--- src/rtl/jdb_pkg.sv ---
// Shared types for the JTAG-to-debug bridge: TAP state encoding and the
// next-state function. Assumes the standard 16-state TAP graph.
package jdb_pkg;

    typedef enum logic [3:0] {
        TS_RESET, TS_IDLE,
        TS_SEL_DR, TS_CAP_DR, TS_SHIFT_DR, TS_EXIT1_DR, TS_PAUSE_DR, TS_EXIT2_DR, TS_UPD_DR,
        TS_SEL_IR, TS_CAP_IR, TS_SHIFT_IR, TS_EXIT1_IR, TS_PAUSE_IR, TS_EXIT2_IR, TS_UPD_IR
    } tap_state_e;

    // Next TAP state for one TCK rising edge with the given TMS value.
    function automatic tap_state_e tap_next(tap_state_e s, logic tms);
        case (s)
            TS_RESET:    tap_next = tms ? TS_RESET    : TS_IDLE;
            TS_IDLE:     tap_next = tms ? TS_SEL_DR   : TS_IDLE;
            TS_SEL_DR:   tap_next = tms ? TS_SEL_IR   : TS_CAP_DR;
            TS_CAP_DR:   tap_next = tms ? TS_EXIT1_DR : TS_SHIFT_DR;
            TS_SHIFT_DR: tap_next = tms ? TS_EXIT1_DR : TS_SHIFT_DR;
            TS_EXIT1_DR: tap_next = tms ? TS_UPD_DR   : TS_PAUSE_DR;
            TS_PAUSE_DR: tap_next = tms ? TS_EXIT2_DR : TS_PAUSE_DR;
            TS_EXIT2_DR: tap_next = tms ? TS_UPD_DR   : TS_SHIFT_DR;
            TS_UPD_DR:   tap_next = tms ? TS_SEL_DR   : TS_IDLE;
            TS_SEL_IR:   tap_next = tms ? TS_RESET    : TS_CAP_IR;
            TS_CAP_IR:   tap_next = tms ? TS_EXIT1_IR : TS_SHIFT_IR;
            TS_SHIFT_IR: tap_next = tms ? TS_EXIT1_IR : TS_SHIFT_IR;
            TS_EXIT1_IR: tap_next = tms ? TS_UPD_IR   : TS_PAUSE_IR;
            TS_PAUSE_IR: tap_next = tms ? TS_EXIT2_IR : TS_PAUSE_IR;
            TS_EXIT2_IR: tap_next = tms ? TS_UPD_IR   : TS_SHIFT_IR;
            TS_UPD_IR:   tap_next = tms ? TS_SEL_DR   : TS_IDLE;
            default:     tap_next = TS_RESET;
        endcase
    endfunction

endpackage

--- src/rtl/jdb_pin_sync.sv ---
// Brings TCK, TMS and TDI into the clk domain through STAGES flops each,
// and flags TCK rising and falling edges. All three pins pass the same
// number of stages, so TMS/TDI line up with the detected edge.
// Assumes STAGES >= 2 and TCK much slower than clk.
module jdb_pin_sync #(
    parameter int STAGES = 2
) (
    input  logic clk,
    input  logic rst_n,
    input  logic tck,
    input  logic tms,
    input  logic tdi,
    output logic rise,
    output logic fall,
    output logic tms_s,
    output logic tdi_s
);
    logic [STAGES-1:0] tck_q, tms_q, tdi_q;
    logic              tck_d;

    // Synchroniser chains plus one delayed TCK copy for edge detection.
    always_ff @(posedge clk) begin
        if (!rst_n) begin
            tck_q <= '0;
            tms_q <= '0;
            tdi_q <= '0;
            tck_d <= 1'b0;
        end else begin
            tck_q <= {tck_q[STAGES-2:0], tck};
            tms_q <= {tms_q[STAGES-2:0], tms};
            tdi_q <= {tdi_q[STAGES-2:0], tdi};
            tck_d <= tck_q[STAGES-1];
        end
    end

    assign rise  = tck_q[STAGES-1] & ~tck_d;
    assign fall  = ~tck_q[STAGES-1] & tck_d;
    assign tms_s = tms_q[STAGES-1];
    assign tdi_s = tdi_q[STAGES-1];
endmodule

--- src/rtl/jdb_tap_fsm.sv ---
// TAP controller. Advances on 'step' (a TCK rise that is not held off).
// Independently counts TCK rises with TMS high. RESET_RUN of them in a row
// force Test-Logic-Reset even if the steps were held off.
module jdb_tap_fsm
    import jdb_pkg::*;
#(
    parameter int RESET_RUN = 5
) (
    input  logic       clk,
    input  logic       rst_n,
    input  logic       rise,
    input  logic       step,
    input  logic       tms,
    output tap_state_e state
);
    localparam int CW = $clog2(RESET_RUN + 1);
    localparam logic [CW-1:0] LAST = CW'(RESET_RUN - 1);

    logic [CW-1:0] hi_cnt;
    logic          force_rst;

    assign force_rst = rise && tms && (hi_cnt == LAST);

    // Count consecutive TMS-high rises, saturating at the last step.
    always_ff @(posedge clk) begin
        if (!rst_n)
            hi_cnt <= '0;
        else if (rise)
            hi_cnt <= !tms ? '0 : (hi_cnt == LAST ? hi_cnt : hi_cnt + 1'b1);
    end

    // TAP state register.
    always_ff @(posedge clk) begin
        if (!rst_n)
            state <= TS_RESET;
        else if (force_rst)
            state <= TS_RESET;
        else if (step)
            state <= tap_next(state, tms);
    end
endmodule

--- src/rtl/jdb_dmi_seq.sv ---
// Debug-side handshake sequencer. Takes one read or write start at a time
// while idle. Latches command, address and data, and holds the request until
// acknowledge. Read data is kept in rd_hold. 'abort' drops the request.
// Assumes starts are only given while busy is low.
module jdb_dmi_seq #(
    parameter int ADDR_W = 8,
    parameter int DATA_W = 64
) (
    input  logic              clk,
    input  logic              rst_n,
    input  logic              abort,
    input  logic              start_rd,
    input  logic              start_wr,
    input  logic [ADDR_W-1:0] addr,
    input  logic [DATA_W-1:0] wdata,
    input  logic              ack,
    input  logic [DATA_W-1:0] rdata,
    output logic              req,
    output logic              we,
    output logic [ADDR_W-1:0] addr_o,
    output logic [DATA_W-1:0] wdata_o,
    output logic              busy,
    output logic [DATA_W-1:0] rd_hold
);
    // Request/command registers and read-data capture.
    always_ff @(posedge clk) begin
        if (!rst_n) begin
            req     <= 1'b0;
            we      <= 1'b0;
            addr_o  <= '0;
            wdata_o <= '0;
            rd_hold <= '0;
        end else if (abort) begin
            req <= 1'b0;
        end else if (req) begin
            if (ack) begin
                req <= 1'b0;
                if (!we) rd_hold <= rdata;
            end
        end else if (start_wr) begin
            req     <= 1'b1;
            we      <= 1'b1;
            addr_o  <= addr;
            wdata_o <= wdata;
        end else if (start_rd) begin
            req    <= 1'b1;
            we     <= 1'b0;
            addr_o <= addr;
        end
    end

    assign busy = req;
endmodule

--- src/rtl/jtag_dmi_bridge.sv ---
// JTAG TAP whose data-register scans drive debug-module transactions.
// Instructions: identification, debug address, debug read, debug write with
// old-value return. Any other code selects bypass. Everything runs in clk.
// TCK must be slow enough that each half period spans several clk cycles.
module jtag_dmi_bridge
    import jdb_pkg::*;
#(
    parameter int              IR_W        = 4,
    parameter int              ADDR_W      = 8,
    parameter int              DATA_W      = 64,
    parameter int              ID_W        = 32,
    parameter logic [ID_W-1:0] ID_VALUE    = 32'h0000_18FF,
    parameter int              SYNC_STAGES = 2,
    parameter int              RESET_RUN   = 5,
    parameter logic [IR_W-1:0] OP_ID       = 4'd1,
    parameter logic [IR_W-1:0] OP_ADDR     = 4'd5,
    parameter logic [IR_W-1:0] OP_READ     = 4'd6,
    parameter logic [IR_W-1:0] OP_WRRD     = 4'd7
) (
    input  logic              clk,
    input  logic              rst_n,
    input  logic              tck_i,
    input  logic              tms_i,
    input  logic              tdi_i,
    output logic              tdo_o,
    output logic              dmi_req_o,
    output logic              dmi_we_o,
    output logic [ADDR_W-1:0] dmi_addr_o,
    output logic [DATA_W-1:0] dmi_wdata_o,
    input  logic [DATA_W-1:0] dmi_rdata_i,
    input  logic              dmi_ack_i
);
    localparam int LEN_W = $clog2(DATA_W + 1);

    logic              tck_rise, tck_fall, tms_s, tdi_s;
    tap_state_e        state, nxt;
    logic              step, freeze, tap_rst, sel_dmi;
    logic [IR_W-1:0]   ir_q, ir_sr;
    logic [DATA_W-1:0] dr_sr, dr_shifted, cap_val, wr_buf, rd_hold;
    logic [ADDR_W-1:0] addr_q;
    logic [LEN_W-1:0]  dr_len;
    logic              rd_pend, wr_pend, start_rd, start_wr, seq_busy;

    jdb_pin_sync #(.STAGES(SYNC_STAGES)) u_sync (
        .clk(clk), .rst_n(rst_n), .tck(tck_i), .tms(tms_i), .tdi(tdi_i),
        .rise(tck_rise), .fall(tck_fall), .tms_s(tms_s), .tdi_s(tdi_s)
    );

    jdb_tap_fsm #(.RESET_RUN(RESET_RUN)) u_fsm (
        .clk(clk), .rst_n(rst_n), .rise(tck_rise), .step(step), .tms(tms_s),
        .state(state)
    );

    jdb_dmi_seq #(.ADDR_W(ADDR_W), .DATA_W(DATA_W)) u_seq (
        .clk(clk), .rst_n(rst_n), .abort(tap_rst),
        .start_rd(start_rd), .start_wr(start_wr),
        .addr(addr_q), .wdata(wr_buf),
        .ack(dmi_ack_i), .rdata(dmi_rdata_i),
        .req(dmi_req_o), .we(dmi_we_o), .addr_o(dmi_addr_o), .wdata_o(dmi_wdata_o),
        .busy(seq_busy), .rd_hold(rd_hold)
    );

    // Decode the active instruction: DR length and debug-path selection.
    always_comb begin
        sel_dmi = (ir_q == OP_READ) || (ir_q == OP_WRRD);
        if (ir_q == OP_ID)
            dr_len = LEN_W'(ID_W);
        else if (ir_q == OP_ADDR)
            dr_len = LEN_W'(ADDR_W);
        else if (sel_dmi)
            dr_len = LEN_W'(DATA_W);
        else
            dr_len = LEN_W'(1);
    end

    // Capture value of the selected data register.
    always_comb begin
        if (ir_q == OP_ID)
            cap_val = DATA_W'(ID_VALUE);
        else if (ir_q == OP_ADDR)
            cap_val = DATA_W'(addr_q);
        else if (sel_dmi)
            cap_val = rd_hold;
        else
            cap_val = '0;
    end

    // One shift step: right shift, TDI enters at the top of the selected length.
    always_comb begin
        dr_shifted = dr_sr >> 1;
        for (int i = 0; i < DATA_W; i++) begin
            if (i == int'(dr_len) - 1) dr_shifted[i] = tdi_s;
        end
    end

    // Step control: hold in Capture-DR while the debug read is outstanding.
    assign nxt      = tap_next(state, tms_s);
    assign tap_rst  = (state == TS_RESET);
    assign freeze   = (state == TS_CAP_DR) && sel_dmi && (rd_pend || seq_busy);
    assign step     = tck_rise && !freeze;
    assign start_wr = wr_pend && !seq_busy && !tap_rst;
    assign start_rd = rd_pend && !wr_pend && !seq_busy && !tap_rst;

    // Instruction, shift and address registers plus transaction bookkeeping.
    always_ff @(posedge clk) begin
        if (!rst_n) begin
            ir_q    <= OP_ID;
            ir_sr   <= '0;
            dr_sr   <= '0;
            addr_q  <= '0;
            wr_buf  <= '0;
            rd_pend <= 1'b0;
            wr_pend <= 1'b0;
        end else if (tap_rst) begin
            ir_q    <= OP_ID;
            rd_pend <= 1'b0;
            wr_pend <= 1'b0;
        end else begin
            if (start_rd) rd_pend <= 1'b0;
            if (start_wr) wr_pend <= 1'b0;
            if (step) begin
                case (state)
                    TS_CAP_DR:   dr_sr <= cap_val;
                    TS_SHIFT_DR: dr_sr <= dr_shifted;
                    TS_CAP_IR:   ir_sr <= IR_W'(1);
                    TS_SHIFT_IR: ir_sr <= {tdi_s, ir_sr[IR_W-1:1]};
                    default: ;
                endcase
                if (nxt == TS_UPD_IR)
                    ir_q <= ir_sr;
                if (nxt == TS_UPD_DR && ir_q == OP_ADDR)
                    addr_q <= dr_sr[ADDR_W-1:0];
                if (nxt == TS_UPD_DR && ir_q == OP_WRRD) begin
                    wr_pend <= 1'b1;
                    wr_buf  <= dr_sr;
                end
                if (nxt == TS_CAP_DR && sel_dmi)
                    rd_pend <= 1'b1;
            end
        end
    end

    // TDO changes after TCK falls, showing the LSB of the shifting register.
    always_ff @(posedge clk) begin
        if (!rst_n)
            tdo_o <= 1'b0;
        else if (tck_fall) begin
            if (state == TS_SHIFT_DR)
                tdo_o <= dr_sr[0];
            else if (state == TS_SHIFT_IR)
                tdo_o <= ir_sr[0];
        end
    end
endmodule

--- config.mk ---
export PLATFORM = sky130hd
export DESIGN_NAME = jtag_dmi_bridge
export DESIGN_NICKNAME = d
export VERILOG_FILES = /design/src/rtl/jdb_pkg.sv /design/src/rtl/jdb_pin_sync.sv /design/src/rtl/jdb_tap_fsm.sv /design/src/rtl/jdb_dmi_seq.sv /design/src/rtl/jtag_dmi_bridge.sv
export SDC_FILE = /design/constraint.sdc
export NUM_CORES = 1
export LEC_CHECK = 0
export BUFFER_PORTS_ARGS = -buffer_cell sky130_fd_sc_hd__buf_2
export CORE_UTILIZATION = 40
export DETAILED_ROUTE_END_ITERATION = 6
export PLACE_DENSITY_LB_ADDON = 0.25
export SLEW_MARGIN = 20
export SYNTH_ARGS = -nofsm -noshare
export SYNTH_HDL_FRONTEND = slang
export SYNTH_SLANG_ARGS = --single-unit
--- constraint.sdc ---
create_clock -name clk -period 3.7 [get_ports clk]
set_input_delay 0.185 -clock clk [delete_from_list [all_inputs] [get_ports clk]]
set_output_delay 0.185 -clock clk [all_outputs]
set_load 0.05 [all_outputs]
# After elaboration in Yosys (flattened, before gate mapping)
# Index checks and enable logic that the tools add are counted.
# totals
regBits	299
input_bits	70
out_inout_bits	75
elab_cells	259
# op_classes
n_addsub	2
n_eq_ne	87
mux	103
n_bitwise	8
n_reduce_logical	40
# op_table
cell	n
equality test 7 x 8 -> 1 bit, first input constant	32
two-way mux 64 bit	3
equality test 6 x 8 -> 1 bit, first input constant	16
case mux 64 bit (2 select lines)	1
two-way mux 1 bit	81
equality test 5 x 8 -> 1 bit, first input constant	8
case mux 4 bit (12 select lines)	1
equality test 4 bit, second input constant	10
equality test 4 x 8 -> 1 bit, first input constant	4
zero test 32 bit	1
equality test 4 x 3 -> 1 bit, second input constant	7
two-way mux 7 bit	3
AND reduction 3 bit	6
equality test 3 x 8 -> 1 bit, first input constant	2
two-way mux 4 bit	4
two-way mux 8 bit	2
logical AND 1 bit	13
equality test 4 x 2 -> 1 bit, second input constant	3
two-way mux 3 bit	4
equality test 2 x 8 -> 1 bit, first input constant	1
equality test 4 x 1 -> 1 bit, second input constant	2
case mux 4 bit (2 select lines)	1
nonzero test 2 bit	4
OR reduction 2 bit	4
other kinds (13)	27

# Depth between registers and ports, before layout
# depth
depth_word	9
ltp_mapped	8
ltp_nobuf	6

# Cells and area by module
# Synthesis repeated with hierarchy kept, for this count alone.
# unflattened
cells_unflattened	1409
hier_area_um2	12097.9
# by_module_without_submodules
mod	instances	cells_per_inst	area_per_inst_um2	seq_area_each_um2
jtag_dmi_bridge	1	711	6236.0	2942.8
jdb_dmi_seq	1	617	5141.2	2762.6
jdb_tap_fsm	1	65	524.3	140.1
jdb_pin_sync	1	16	196.4	140.1

# Worst setup path after synthesis
# No wires, ideal clock.
# synth_path
path_kind	reg-to-reg
from	register u_seq.req (netlist: u_seq.busy)
to	register dr_sr[62]
setup_ns	0.116
arrival_ns	1.827
t_required_ns	3.584
path_slack_ns	1.756
path_stages_with_launch	7
n_path_buf	2
period_less_slack_ns	1.944
path_cell_list	dfxtp_1 > nor2_1 > o41ai_4 > nor3_2 > buf_4 > buf_2 > o211a_1
# synth_via
elab_chain_cells	5
# synth_lines
item	line	source
start, declared	jdb_dmi_seq.sv:18	output logic req,
start signal, assigned	jdb_dmi_seq.sv:28	req <= 1'b0;
start signal, assigned	jdb_dmi_seq.sv:34	req <= 1'b0;
start signal, assigned	jdb_dmi_seq.sv:37	req <= 1'b0;
logical OR 1 bit	jtag_dmi_bridge.sv:99	assign freeze = (state == TS_CAP_DR) && sel_dmi && (rd_pend || seq_busy);
logical AND 1 bit	jtag_dmi_bridge.sv:99	
zero test 1 bit	jtag_dmi_bridge.sv:100	assign step = tck_rise && !freeze;
logical AND 1 bit	jtag_dmi_bridge.sv:100	
AND reduction 3 bit (no line)	n/a	
end signal, assigned	jtag_dmi_bridge.sv:123	TS_CAP_DR: dr_sr <= cap_val;
end signal, assigned	jtag_dmi_bridge.sv:124	TS_SHIFT_DR: dr_sr <= dr_shifted;
end, declared	jtag_dmi_bridge.sv:39	logic [DATA_W-1:0] dr_sr, dr_shifted, cap_val, wr_buf, rd_hold;
# No other way between the ends.
# A chain may end at the register's enable or synchronous reset.

# Final worst setup path
# layout_path
from	register u_fsm.state[0]
to	register wr_buf[34]
# layout_via
elab_chain_cells	6
# layout_lines
item	line	source
start, declared	jdb_tap_fsm.sv:14	output tap_state_e state
start signal, assigned	jdb_tap_fsm.sv:39	state <= tap_next(state, tms);
equality test 4 x 1 -> 1 bit (tied with other cells)	jdb_pkg.sv:13	case (s)
OR reduction 3 bit (no line) (tied with other cells)	n/a	
case mux 4 bit (12 select lines) or logical AND 1 bit (tied branches)	jdb_pkg.sv:13, jtag_dmi_bridge.sv:99	
equality test 4 bit or zero test 1 bit (tied branches)	jtag_dmi_bridge.sv:133, jtag_dmi_bridge.sv:100	
logical AND 1 bit, on equally long branches	jtag_dmi_bridge.sv:133, jtag_dmi_bridge.sv:100	
AND reduction 3 bit (no line) *	n/a	
end signal, assigned	jtag_dmi_bridge.sv:135	wr_buf <= dr_sr;
end, declared	jtag_dmi_bridge.sv:39	
# Every way passes the cells marked *; elsewhere a longest branch is shown, timed or not.

==> reports/metrics.cfg <==
[outcome]
status=finished, final reports clean

[cells_and_area]
final_common_cell=nand2_1
instances_no_fill=1963
layout_common_cells=486 x nand2_1, 299 x dfxtp_1, 146 x a21boi_0, 143 x buf_2, 67 x dlygate4sd3_1
num_antenna_cells=0
fill_cells=2835
seq_area_mm2=0.00599
fin_nets=1624
multi_input_area_mm2=0.00564
layout-drive-gt1-share=0.146
fin_util=0.498
area_growth_pct=22.0

[yosys]
ys_seq_elements=299
ys_async_sr_fraction=0
syn-cell-area_mm2=0.0122
yosysWarnings=0
synth_nets=1470
synth-main-ff-cell=dfxtp_1
synth_edf_count=0
synth.distinct_cells=59
avgSynthCellArea_um2=8.69
synth_cells=1398
ys_seq_area_frac=0.493

[worst_setup_path]
critPathMaxStageDelay_ps=890
start_kind=flop
r2r_slack_ps=990
timing.rr.end=wr_buf[34]
r2r_start=u_fsm.state[0]
worstPathRequired_ps=4110
worstPathArrival_ps=3130
worst-setup-path-type=reg2reg
crit_end=wr_buf[34]
reg2reg_depth=6
endpoint_kind=flop
crit_fanout=35
path_cells=nand3_1 -> nor3_1 -> and3_2 -> buf_12 -> nand2_1 -> a21boi_0
crit_start=u_fsm.state[0]
slowest_stage=dfxtp_1

[sta]
setup_tns_ps=0
final_max_slew_viol_count=0
fin_ws_ps=989
slew-limit-headroom=0.410
final.period_utilization=0.733
fmax_mhz=369
rsz0062_at_grt=false
fin_worst_skew_ps=15.7
worstMarginPinSlew_ps=884
whs_ps=34.2
finalHoldViolations=0
setup_viol=0
layout_min_cycle_time_ps=2710

[placed_design]
place_ws_ps=1030
gp_congestion=0.788
hpwlAfterDp_um=18000
dpl.cell_count=1839
io_buffers=144

[pwr]
p_leak_uw=0.00588
vdd_drop_max_uv=286
power.density_mw_per_mm2=456

[grt]
grt_pass1_wl_um=48200
grt_max_degree=201
grt_usage=0.190
grt_pass1_vias=9423
antenna_found_initial=0
grt_overflow=0

[drt]
routedWlPerCell_um=15.1
drt_pass1_iterations=7
wl_um=29600
detail-route-antenna-nets=0
viasPerCell=5.10
first_iter_violations=580
drc=0
route.vias.total=10000

[die]
die_w_um=176
chipHeight_um=176
start_util=0.408
ios=145
core_mm2=0.0298
die_area_mm2=0.0311
row_count=63

[min_path]
hp-class=in2reg
hold_start=dmi_rdata_i[20]

[cts]
clkSinkCount=299
insertion_delay_ps=500
cts_tree=done
path_clk_slew_ps=60
postCtsResizedCells=0
ctsRootBufferMaster=clkbuf_16
clockBufferDepth=3
cts_buffers=34
htreeDepth=2

[run]
cap_violations=0

-- cell families after synthesis --
family / count (synthesis) / synth area share
xor+xnor: 1 / 0.000721
flops: 299 / 0.493
mux: 14 / 0.0116
fa+ha+maj: 2 / 0.00206
buf+inv: 115 / 0.0463
simple gates: 577 / 0.200
compound gates: 390 / 0.247
-- how the worst min path moves through the flow --
stage	to	cells after the start
3_5_place_dp	u_sync.tms_q[0]	2
4_1_cts	u_seq.rd_hold[20]	3
2_1_floorplan	u_sync.tck_q[0]	1
3_3_place_gp	u_sync.tms_q[0]	2
5_1_grt	u_seq.rd_hold[20]	3
6_report	u_seq.rd_hold[20]	3
-- cell usage after synthesis, drive strengths merged, types with 2 or more instances --
master,count,area share
nand2,487,0.15
dfxtp,299,0.49
a21boi,209,0.13
a22oi,60,0.037
buf,59,0.029
o211a,54,0.044
clkbuf,52,0.016
o21ai,24,0.0099
nor2b,21,0.011
nand3,18,0.0074
a21oi,15,0.0062
mux2i,13,0.011
and2,9,0.0046
nor2,9,0.0028
o22ai,8,0.0041
nand2b,7,0.0038
nor3,7,0.0041
and3,4,0.0021
inv,4,0.0012
nor3b,3,0.0019
o21a,3,0.0019
ha,2,0.0021
nand3b,2,0.0023
nor4b,2,0.0032
o211ai,2,0.0012
o41ai,2,0.0036
-- power by group --
group / leakage, uW / internal [uW] / switching [uW]
combinational: 0.00293 / 119 / 80.1
sequential: 0.00241 / 3230 / 11.7
clock: 0.000545 / 2030 / 1300
total: 0.00588 / 5370 / 1390
-- final cells by class --
class / count / area share
flip-flops and latches: 299 / 0.404
multi-input cells: 984 / 0.381
well taps: 390 / 0.0329
clock buffers: 47 / 0.0648
repair buffers: 229 / 0.107
inverters: 4 / 0.00101
clock inverters: 10 / 0.0102
-- critical path, delay by kind of cell, from the launching register on --
| family | cells | cell delay [ps] |
|---|---|---|
| compound gates | 1 | 160 |
| buf+inv | 1 | 280 |
| flops | 1 | 890 |
| simple gates | 4 | 1260 |
-- per-stage QoR --
step           instance area [um^2]  power, uW
2_1_floorplan                 12200       3390
3_3_place_gp                  13000       3450
3_5_place_dp                  13000       3450
4_1_cts                       14800       6850
5_1_grt                       14800       7010
6_report                      14800       6770
-- registers in the layout, summed over array words and instances (netlist names) --
signal and count:
u_fsm.hi_cnt 3, u_sync.tck_q 2, u_seq.busy 1, dr_sr 64
u_seq.addr_o 8, u_seq.we 1, ir_q 4, u_seq.rd_hold 64
tdo_o 1, u_sync.tdi_q 2, u_fsm.state 4, addr_q 8
u_sync.tck_d 1, u_sync.tms_q 2, rd_pend 1, wr_buf 64
u_seq.wdata_o 64, ir_sr 4, wr_pend 1
-- metal layers --
layer,GRT usage,part of all wire,vias to the layer above
li1,-,-,5054
met1,0.247,0.47,4696
met2,0.319,0.46,201
met3,0.0304,0.043,53
met4,0.0649,0.026,0
met5,0,0,-
-- what timing repair did --
action                    CTS  global route
hold buffers               67             0
buffers inserted            0             0
hold endpoints to repair   67             0
Note: power is estimated with default switching activity, not from simulation.
